$ cat config.mk
export PLATFORM = sky130hd
export DESIGN_NAME = stop_clk_supervisor
export DESIGN_NICKNAME = d
export VERILOG_FILES = /design/src/rtl/stop_clk_sup_pkg.sv /design/src/rtl/qual_counter.sv /design/src/rtl/scm_flag_reg.sv /design/src/rtl/loss_ctrl_fsm.sv /design/src/rtl/stop_clk_supervisor.sv
export SDC_FILE = /design/constraint.sdc
export NUM_CORES = 1
export LEC_CHECK = 0
export BUFFER_PORTS_ARGS = -buffer_cell sky130_fd_sc_hd__buf_2
export CAP_MARGIN = 5
export CORE_ASPECT_RATIO = 1.75
export CORE_MARGIN = 2
export CORE_UTILIZATION = 31
export CTS_CLUSTER_SIZE = 28
export DETAILED_ROUTE_END_ITERATION = 6
export GPL_TIMING_DRIVEN = 0
export PLACE_DENSITY_LB_ADDON = 0.2
export SLEW_MARGIN = 5
export SYNTH_ARGS = -nofsm -noshare
export SYNTH_HDL_FRONTEND = slang
export SYNTH_SLANG_ARGS = --single-unit
$ cat constraint.sdc
create_clock -name clk -period 3.15 [get_ports clk]
set_input_delay 0.315 -clock clk [delete_from_list [all_inputs] [get_ports clk]]
set_output_delay 0.315 -clock clk [all_outputs]
set_load 0.05 [all_outputs]
$ cat src/rtl/stop_clk_sup_pkg.sv
package stop_clk_sup_pkg;

    typedef enum logic [2:0] {
        ST_RUN,
        ST_STOP,
        ST_SCM_STOP,
        ST_DN_SCM,
        ST_DN_PLL,
        ST_SCM_RUN
    } sup_state_e;

    typedef struct packed {
        logic mon_en;
        logic scm_en;
    } loss_cfg_t;

    typedef struct packed {
        logic vreg_en;
        logic pll_en;
        logic scm_active;
        logic sel_pll;
    } pwr_ctl_t;

    function automatic pwr_ctl_t decode_pwr(sup_state_e s);
        pwr_ctl_t p;
        case (s)
            ST_RUN:      p = '{vreg_en: 1'b1, pll_en: 1'b0, scm_active: 1'b0, sel_pll: 1'b0};
            ST_STOP:     p = '{vreg_en: 1'b0, pll_en: 1'b0, scm_active: 1'b0, sel_pll: 1'b0};
            ST_SCM_STOP: p = '{vreg_en: 1'b1, pll_en: 1'b1, scm_active: 1'b1, sel_pll: 1'b1};
            ST_DN_SCM:   p = '{vreg_en: 1'b1, pll_en: 1'b1, scm_active: 1'b0, sel_pll: 1'b0};
            ST_DN_PLL:   p = '{vreg_en: 1'b1, pll_en: 1'b0, scm_active: 1'b0, sel_pll: 1'b0};
            ST_SCM_RUN:  p = '{vreg_en: 1'b1, pll_en: 1'b1, scm_active: 1'b1, sel_pll: 1'b1};
            default:     p = '{vreg_en: 1'b1, pll_en: 1'b0, scm_active: 1'b0, sel_pll: 1'b0};
        endcase
        return p;
    endfunction

    function automatic logic is_scm(sup_state_e s);
        return (s == ST_SCM_STOP) || (s == ST_SCM_RUN);
    endfunction

endpackage

$ cat src/rtl/qual_counter.sv
module qual_counter #(
    parameter int QC_CYCLES = 4096
) (
    input  logic clk,
    input  logic rst,
    input  logic run,
    input  logic osc_tick,
    input  logic cm_fail,
    output logic pass
);
    localparam int CNT_W = (QC_CYCLES > 1) ? $clog2(QC_CYCLES) : 1;
    localparam logic [CNT_W-1:0] LAST = CNT_W'(QC_CYCLES - 1);

    logic [CNT_W-1:0] cnt;

    assign pass = run && osc_tick && !cm_fail && (cnt == LAST);

    always_ff @(posedge clk) begin
        if (rst || !run || cm_fail || pass) begin
            cnt <= '0;
        end else if (osc_tick) begin
            cnt <= cnt + 1'b1;
        end
    end

    AST_CNT_CLEARED_BY_FAIL: assert property (@(posedge clk) disable iff (rst)
        (run && cm_fail) |=> (cnt == '0));
    AST_NO_PASS_DURING_FAIL: assert property (@(posedge clk) disable iff (rst)
        cm_fail |-> !pass);

endmodule

$ cat src/rtl/scm_flag_reg.sv
module scm_flag_reg (
    input  logic clk,
    input  logic rst,
    input  logic set_i,
    input  logic clr_i,
    input  logic irq_en,
    output logic flag,
    output logic irq
);
    always_ff @(posedge clk) begin
        if (rst) begin
            flag <= 1'b0;
        end else if (set_i) begin
            flag <= 1'b1;
        end else if (clr_i) begin
            flag <= 1'b0;
        end
    end

    assign irq = flag & irq_en;

    AST_CLEAR_TAKES: assert property (@(posedge clk) disable iff (rst)
        (clr_i && !set_i) |=> !flag);
    AST_SET_WINS: assert property (@(posedge clk) disable iff (rst)
        set_i |=> flag);
    AST_FLAG_STICKY: assert property (@(posedge clk) disable iff (rst)
        (flag && !clr_i) |=> flag);

endmodule

$ cat src/rtl/loss_ctrl_fsm.sv
module loss_ctrl_fsm
    import stop_clk_sup_pkg::*;
(
    input  logic      clk,
    input  logic      rst,
    input  loss_cfg_t cfg,
    input  logic      cm_fail,
    input  logic      stop_req,
    input  logic      wakeup,
    input  logic      ext_rst,
    input  logic      qc_pass,
    output pwr_ctl_t  pwr,
    output logic      qc_run,
    output logic      flag_set,
    output logic      cm_rst,
    output logic      stop_exit,
    output logic      seq_reset
);
    sup_state_e state, state_nx;
    logic       exit_req, loss_seen, rst_nx, exit_nx;

    assign exit_req  = wakeup || ext_rst;
    assign loss_seen = cfg.mon_en && cm_fail;
    assign pwr       = decode_pwr(state);
    assign qc_run    = is_scm(state);
    assign flag_set  = (state == ST_STOP) && loss_seen && cfg.scm_en;

    always_comb begin
        state_nx = state;
        rst_nx   = 1'b0;
        exit_nx  = 1'b0;
        case (state)
            ST_RUN: begin
                if (stop_req) state_nx = ST_STOP;
            end
            ST_STOP: begin
                if (loss_seen) begin
                    if (cfg.scm_en) begin
                        state_nx = ST_SCM_STOP;
                    end else begin
                        state_nx = ST_RUN;
                        rst_nx   = 1'b1;
                    end
                end else if (exit_req) begin
                    state_nx = ST_RUN;
                    exit_nx  = 1'b1;
                end
            end
            ST_SCM_STOP: begin
                if (exit_req) begin
                    state_nx = qc_pass ? ST_RUN : ST_SCM_RUN;
                    exit_nx  = 1'b1;
                end else if (qc_pass) begin
                    state_nx = ST_DN_SCM;
                end
            end
            ST_DN_SCM: begin
                if (exit_req) begin
                    state_nx = ST_RUN;
                    exit_nx  = 1'b1;
                end else begin
                    state_nx = ST_DN_PLL;
                end
            end
            ST_DN_PLL: begin
                if (exit_req) begin
                    state_nx = ST_RUN;
                    exit_nx  = 1'b1;
                end else begin
                    state_nx = ST_STOP;
                end
            end
            ST_SCM_RUN: begin
                if (qc_pass) state_nx = ST_RUN;
            end
            default: state_nx = ST_RUN;
        endcase
    end

    always_ff @(posedge clk) begin
        if (rst) begin
            state     <= ST_RUN;
            cm_rst    <= 1'b0;
            stop_exit <= 1'b0;
            seq_reset <= 1'b0;
        end else begin
            state     <= state_nx;
            cm_rst    <= rst_nx;
            stop_exit <= exit_nx;
            seq_reset <= ext_rst;
        end
    end

    AST_CMRST_ONE_CYCLE: assert property (@(posedge clk) disable iff (rst)
        cm_rst |=> !cm_rst);
    AST_CMRST_NO_SCM: assert property (@(posedge clk) disable iff (rst)
        cm_rst |-> !pwr.scm_active);
    AST_SCM_NEEDS_ENABLES: assert property (@(posedge clk) disable iff (rst)
        $rose(pwr.scm_active) |-> $past(cfg.mon_en && cfg.scm_en));
    AST_SCM_POWERED: assert property (@(posedge clk) disable iff (rst)
        pwr.scm_active |-> (pwr.pll_en && pwr.vreg_en && pwr.sel_pll));
    AST_MON_OFF_QUIET: assert property (@(posedge clk) disable iff (rst)
        (!cfg.mon_en && state == ST_STOP) |=> (!pwr.scm_active && !cm_rst));
    AST_PLL_OFF_BEFORE_VREG: assert property (@(posedge clk) disable iff (rst)
        $fell(pwr.vreg_en) |-> (!pwr.pll_en && !$past(pwr.pll_en)));
    AST_EXIT_ONE_CYCLE: assert property (@(posedge clk) disable iff (rst)
        stop_exit |=> !stop_exit);

endmodule

$ cat src/rtl/stop_clk_supervisor.sv
module stop_clk_supervisor
    import stop_clk_sup_pkg::*;
#(
    parameter int QC_CYCLES = 4096
) (
    input  logic clk,
    input  logic rst,
    input  logic osc_tick,
    input  logic cm_fail,
    input  logic stop_req,
    input  logic wakeup,
    input  logic ext_rst,
    input  logic cfg_mon_en,
    input  logic cfg_scm_en,
    input  logic cfg_irq_en,
    input  logic flag_clr,
    output logic vreg_en,
    output logic pll_en,
    output logic scm_active,
    output logic cm_rst,
    output logic scm_flag,
    output logic scm_irq,
    output logic sysclk_pll,
    output logic stop_exit,
    output logic seq_reset
);
    loss_cfg_t cfg;
    pwr_ctl_t  pwr;
    logic      qc_run, qc_pass, flag_set;

    assign cfg = '{mon_en: cfg_mon_en, scm_en: cfg_scm_en};

    qual_counter #(.QC_CYCLES(QC_CYCLES)) u_qc (
        .clk      (clk),
        .rst      (rst),
        .run      (qc_run),
        .osc_tick (osc_tick),
        .cm_fail  (cm_fail),
        .pass     (qc_pass)
    );

    loss_ctrl_fsm u_fsm (
        .clk       (clk),
        .rst       (rst),
        .cfg       (cfg),
        .cm_fail   (cm_fail),
        .stop_req  (stop_req),
        .wakeup    (wakeup),
        .ext_rst   (ext_rst),
        .qc_pass   (qc_pass),
        .pwr       (pwr),
        .qc_run    (qc_run),
        .flag_set  (flag_set),
        .cm_rst    (cm_rst),
        .stop_exit (stop_exit),
        .seq_reset (seq_reset)
    );

    scm_flag_reg u_flag (
        .clk    (clk),
        .rst    (rst),
        .set_i  (flag_set),
        .clr_i  (flag_clr),
        .irq_en (cfg_irq_en),
        .flag   (scm_flag),
        .irq    (scm_irq)
    );

    assign vreg_en    = pwr.vreg_en;
    assign pll_en     = pwr.pll_en;
    assign scm_active = pwr.scm_active;
    assign sysclk_pll = pwr.sel_pll;

    AST_SEQRST_ONE_CYCLE: assert property (@(posedge clk) disable iff (rst)
        (seq_reset && !$past(ext_rst, 2)) |=> !seq_reset || $past(ext_rst));

endmodule

### Word-level counts from Yosys, hierarchy flattened

Cells that the tools add are included.
Widths: inputs -> output; s select.

* equality and inequality tests: 10
* mux-type cells: 18
* bitwise logic cells: 3
* add/sub/neg operators: 1
* reductions and logical operators: 19

Operators with widths (number)
* $mux 3: 8
* $pmux 3 s6: 1
* $add 12x1->12 const B: 1
* $eq 12x12->1 const B: 1
* $pmux 4 s3: 1
* $eq 3x2->1 const B: 2
* $eq 3x3->1 const B: 2
* $logic_and 1x1->1: 6
* $mux 1: 6
* $ne 3x1->1 const B: 2
* $reduce_or 3->1: 2
* $logic_or 1x1->1: 5
* $reduce_and 4->1: 1
* $eq 3x1->1 const B: 1
* $logic_not 3->1: 1
* $logic_not 1->1: 2
* $mux 2: 1
* $ne 2x1->1 const B: 1
* $ne 2x2->1 const B: 1
* $not 1->1: 2
* $pmux 1 s2: 1
* $reduce_bool 2->1: 1
* $reduce_or 2->1: 1
* $and 1x1->1: 1

* register bits after elaboration: 19
* word-level logic and storage cells: 57
* output and inout port bits: 9

### Longest topological paths before layout

* depth in word-level cells: 8
* gate-level depth with buffers: 6

### Hierarchy

Synthesis repeated with hierarchy kept, for this count alone.

* cell total of the unflattened synthesis: 117
* area, all modules: 1033.5 um2

Modules (own cells, without submodules)
* qual_counter: times used 1, area an instance 601.8 um2, cells each 63, seq. area each 240.2 um2
* loss_ctrl_fsm: times used 1, area an instance 386.6 um2, cells each 49, seq. area each 120.1 um2
* scm_flag_reg: times used 1, area an instance 45.0 um2, cells each 5, seq. area each 20.0 um2

### Worst setup path before layout

Ideal clock, no wire load.

* path type: reg2out
* start: register u_fsm.state[1]
* end: output port pll_en
* setup slack: 1.124 ns
* data required time: 2.835 ns
* arrival: 1.711 ns
* cell stages (with the launch flop): 4
* path through: dfxtp_1 > clkbuf_1 > inv_1 > o21ai_0

* cells in the longest elaborated chain, start to end: 3
* elaborated cells on any way between the ends: 6
* classes of those cells: eq/ne: 4; mux: 1; reduce/logical: 1

Ends and longest elaborated chain
* from (decl): RTL line loss_ctrl_fsm.sv:19 `sup_state_e state, state_nx;`
* from (signal assigned): RTL line loss_ctrl_fsm.sv:87 `state <= state_nx;`
* $eq 3x3->1 or $eq 3x2->1 (tied branches): RTL line stop_clk_sup_pkg.sv:26 `case (s)`
* $reduce_or 2->1 (no source line)
* $pmux 4 s3 *: RTL line stop_clk_sup_pkg.sv:26
* to (decl): RTL line stop_clk_supervisor.sv:18 `output logic pll_en,`

Every way passes the cells marked *; elsewhere a longest branch is shown, timed or not.

### Final worst setup path

* start: register u_fsm.state[2]
* end: output port sysclk_pll

* cells in the longest elaborated chain, start to end: 3
* elaborated cells on any way between the ends: 6
* classes of those cells: eq/ne: 4; mux: 1; reduce/logical: 1

Ends and longest elaborated chain
* $eq 3x3->1 or $eq 3x2->1 (tied branches): RTL line stop_clk_sup_pkg.sv:26
* $reduce_or 2->1 (no source line)
* $pmux 4 s3 *: RTL line stop_clk_sup_pkg.sv:26
* to (decl): RTL line stop_clk_supervisor.sv:23 `output logic sysclk_pll,`

Marked as above.

==> impl_metrics.json <==
{
  "status": "complete, no violations",
  "grt_pass1_wl_mm": 3.35,
  "syn_nets": 120,
  "crit_type": "reg2out",
  "yosysTopAreaCell": "dfxtp_1",
  "p_leak_nw": 0.423,
  "synth_edf_count": 0,
  "fillers": 305,
  "yosys.area.top_type_share_pct": 40.2,
  "insertion_delay_ps": 250,
  "dieArea_um2": 3530,
  "use_met3_pct": 2.12,
  "ys_types": 35,
  "max_freq_ghz": 0.522,
  "worst_pin_slew_ps": 445,
  "fp.dieH_um": 77.1,
  "finalMaxSlewViolations": 0,
  "synthTopCellsByCount": "dfxtp_1, nor2_1, nand2_1, nand4_1, xor2_1",
  "rrSetupSlack_ps": 1300,
  "clk_path_buf_depth": 2,
  "syn_inst": 108,
  "powerDensity_nw_per_um2": 407,
  "post-synth-top-count-cell": "dfxtp_1",
  "drv_cap": 0,
  "cts-buffers-inserted": 3,
  "use_met2_pct": 23.4,
  "synthFlopType": "dfxtp_1",
  "cts_tree": "built",
  "drtPass1Iterations": 4,
  "rsz0062_at_grt": "no",
  "skew_ps": 1.65,
  "post-cts-setup-buffers": 0,
  "clkTransAtPathRegs_ps": 70,
  "ys_ff_latch": 19,
  "grt_use_met1_pct": 11.6,
  "yosys-top-cells-area": "dfxtp_1, nor2_1, xor2_1",
  "grt-ovfl-total": 0,
  "via_per_inst": 5.37,
  "fin_crit_ps": 1910,
  "die_w_um": 45.8,
  "cp-end-kind": "output pin",
  "gp_congestion": 0.722,
  "grt_usage_pct": 12.5,
  "htree_levels": 1,
  "critical_path_required_ps": 2830,
  "vias": 849,
  "grt_max_degree": 11,
  "ys_seq_area_share_pct": 40.2,
  "hold_viol": 0,
  "dp_hpwl_mm": 1.59,
  "grt_busiest_layer": "met2",
  "worstPathArrival_ps": 1600,
  "fin_crit_sh_pct": 60.8,
  "post_cts_resized": 0,
  "synth.avg_cell_area_um2": 8.76,
  "n_antenna_cell": 0,
  "antenna_found_initial": 0,
  "async_flop_share_pct": 0,
  "drtAntennaViolNets": 0,
  "holdCritPathClass": "in2reg",
  "row_count": 26,
  "wl_per_cell_um": 12.7,
  "nets": 143,
  "ir_worst_vdd_mv": 0.176,
  "drcViolationCount": 0,
  "yosysWarnings": 0,
  "core_area_um2": 2930,
  "syn_area_um2": 946,
  "worst-path-max-fanout": 10,
  "final_util_pct": 38.1,
  "wirelength_mm": 2.01,
  "cts_sinks": 19,
  "initial_core_util_pct": 32.3,
  "drt_iter0_drc": 12,
  "cts-root-buf": "clkbuf_8",
  "finalSetupViolCount": 0,
  "grt_pass1_vias": 834,
  "layout-drive-gt1-share_pct": 20.8,
  "syn2layout_area_growth_pct": 18.0,
  "numPortBuffers": 18,
  "fin_tns_setup_ps": 0,
  "max-slew-margin-rel_pct": 70.1,
  "cp-start-kind": "register",
  "holdBufCountCts": 0,
  "io_pins": 20
}
-- critical path, cell delays in order, from the launching register on --
cell and delay, ps:
dfxtp_1 340, clkbuf_1 320, nand3b_1 220, nand2_1 120, buf_4 100, buf_2 240
-- stage by stage --
stage	cells	setup WS, ps	total power [mW]	instance area (um2)	hold slack, ps
global placement	154	1340	0.294	1070	470
detailed placement	154	1340	0.295	1070	475
floorplan	108	1120	0.279	946	394
CTS	158	1250	0.461	1120	234
finish	158	1240	0.454	1120	239
global route	158	1160	0.473	1120	237
-- sequential cells by signal, indices dropped and copies added, names as in the netlist --
register and cells:
u_fsm.cm_rst 1, u_fsm.seq_reset 1, u_qc.cnt 12, u_fsm.state 3, u_fsm.stop_exit 1, u_flag.flag 1
-- worst paths after layout --
check | startpoint | endpoint | cells past startpoint
setup reg to reg | u_fsm.state[2]$_SDFFE_PP0P_ | u_qc.cnt[5]$_SDFFE_PP0P_ | 6
hold / removal | cfg_scm_en | u_fsm.cm_rst$_SDFF_PP0_ | 2
setup / recovery | u_fsm.state[2]$_SDFFE_PP0P_ | sysclk_pll | 5
hold reg to reg | u_flag.flag$_SDFFE_PP0P_ | u_flag.flag$_SDFFE_PP0P_ | 2
-- metal layers --
layer | vias to the layer above | routed length (um)
li1 | 425 | -
met1 | 403 | 769
met2 | 16 | 1120
met3 | 5 | 60
met4 | 0 | 52
met5 | - | 0
-- placed cells by master (no fill, tap or decap), drive strengths merged, types with 4 or more instances in the layout --
master,count
nand4,6
xor2,6
a21oi,5
dfxtp,19
buf,21
xnor2,5
nor2,16
clkbuf,8
nand3,4
nand2,6
-- cell families after synthesis --
group,count (synthesis),share of synthesized area (%)
fa+ha+maj,1,1.32
buf+inv,9,5.56
mux,1,1.06
compound gates,14,10.6
simple gates,53,31.1
xor+xnor,11,10.2
flops,19,40.2
-- cell type report --
cell class	instances	area (um2)	share of cell area (%)
flip-flops and latches	19	380	34.1
clock buffers	4	45.0	4.04
well taps	28	35.0	3.14
plain buffers	7	45.0	4.04
inverters	2	7.51	0.673
multi-input cells	80	513	46.0
repair buffers	18	90.1	8.07
-- report_power, final --
part	leakage, nW	switching (mW)	internal [mW]	total [mW]
registers	0.154	0.000880	0.243	0.244
clock network	0.0228	0.0756	0.0898	0.165
logic	0.247	0.0281	0.0167	0.0448
total	0.423	0.105	0.349	0.454
No activity file was read; power rests on OpenSTA's default activity.
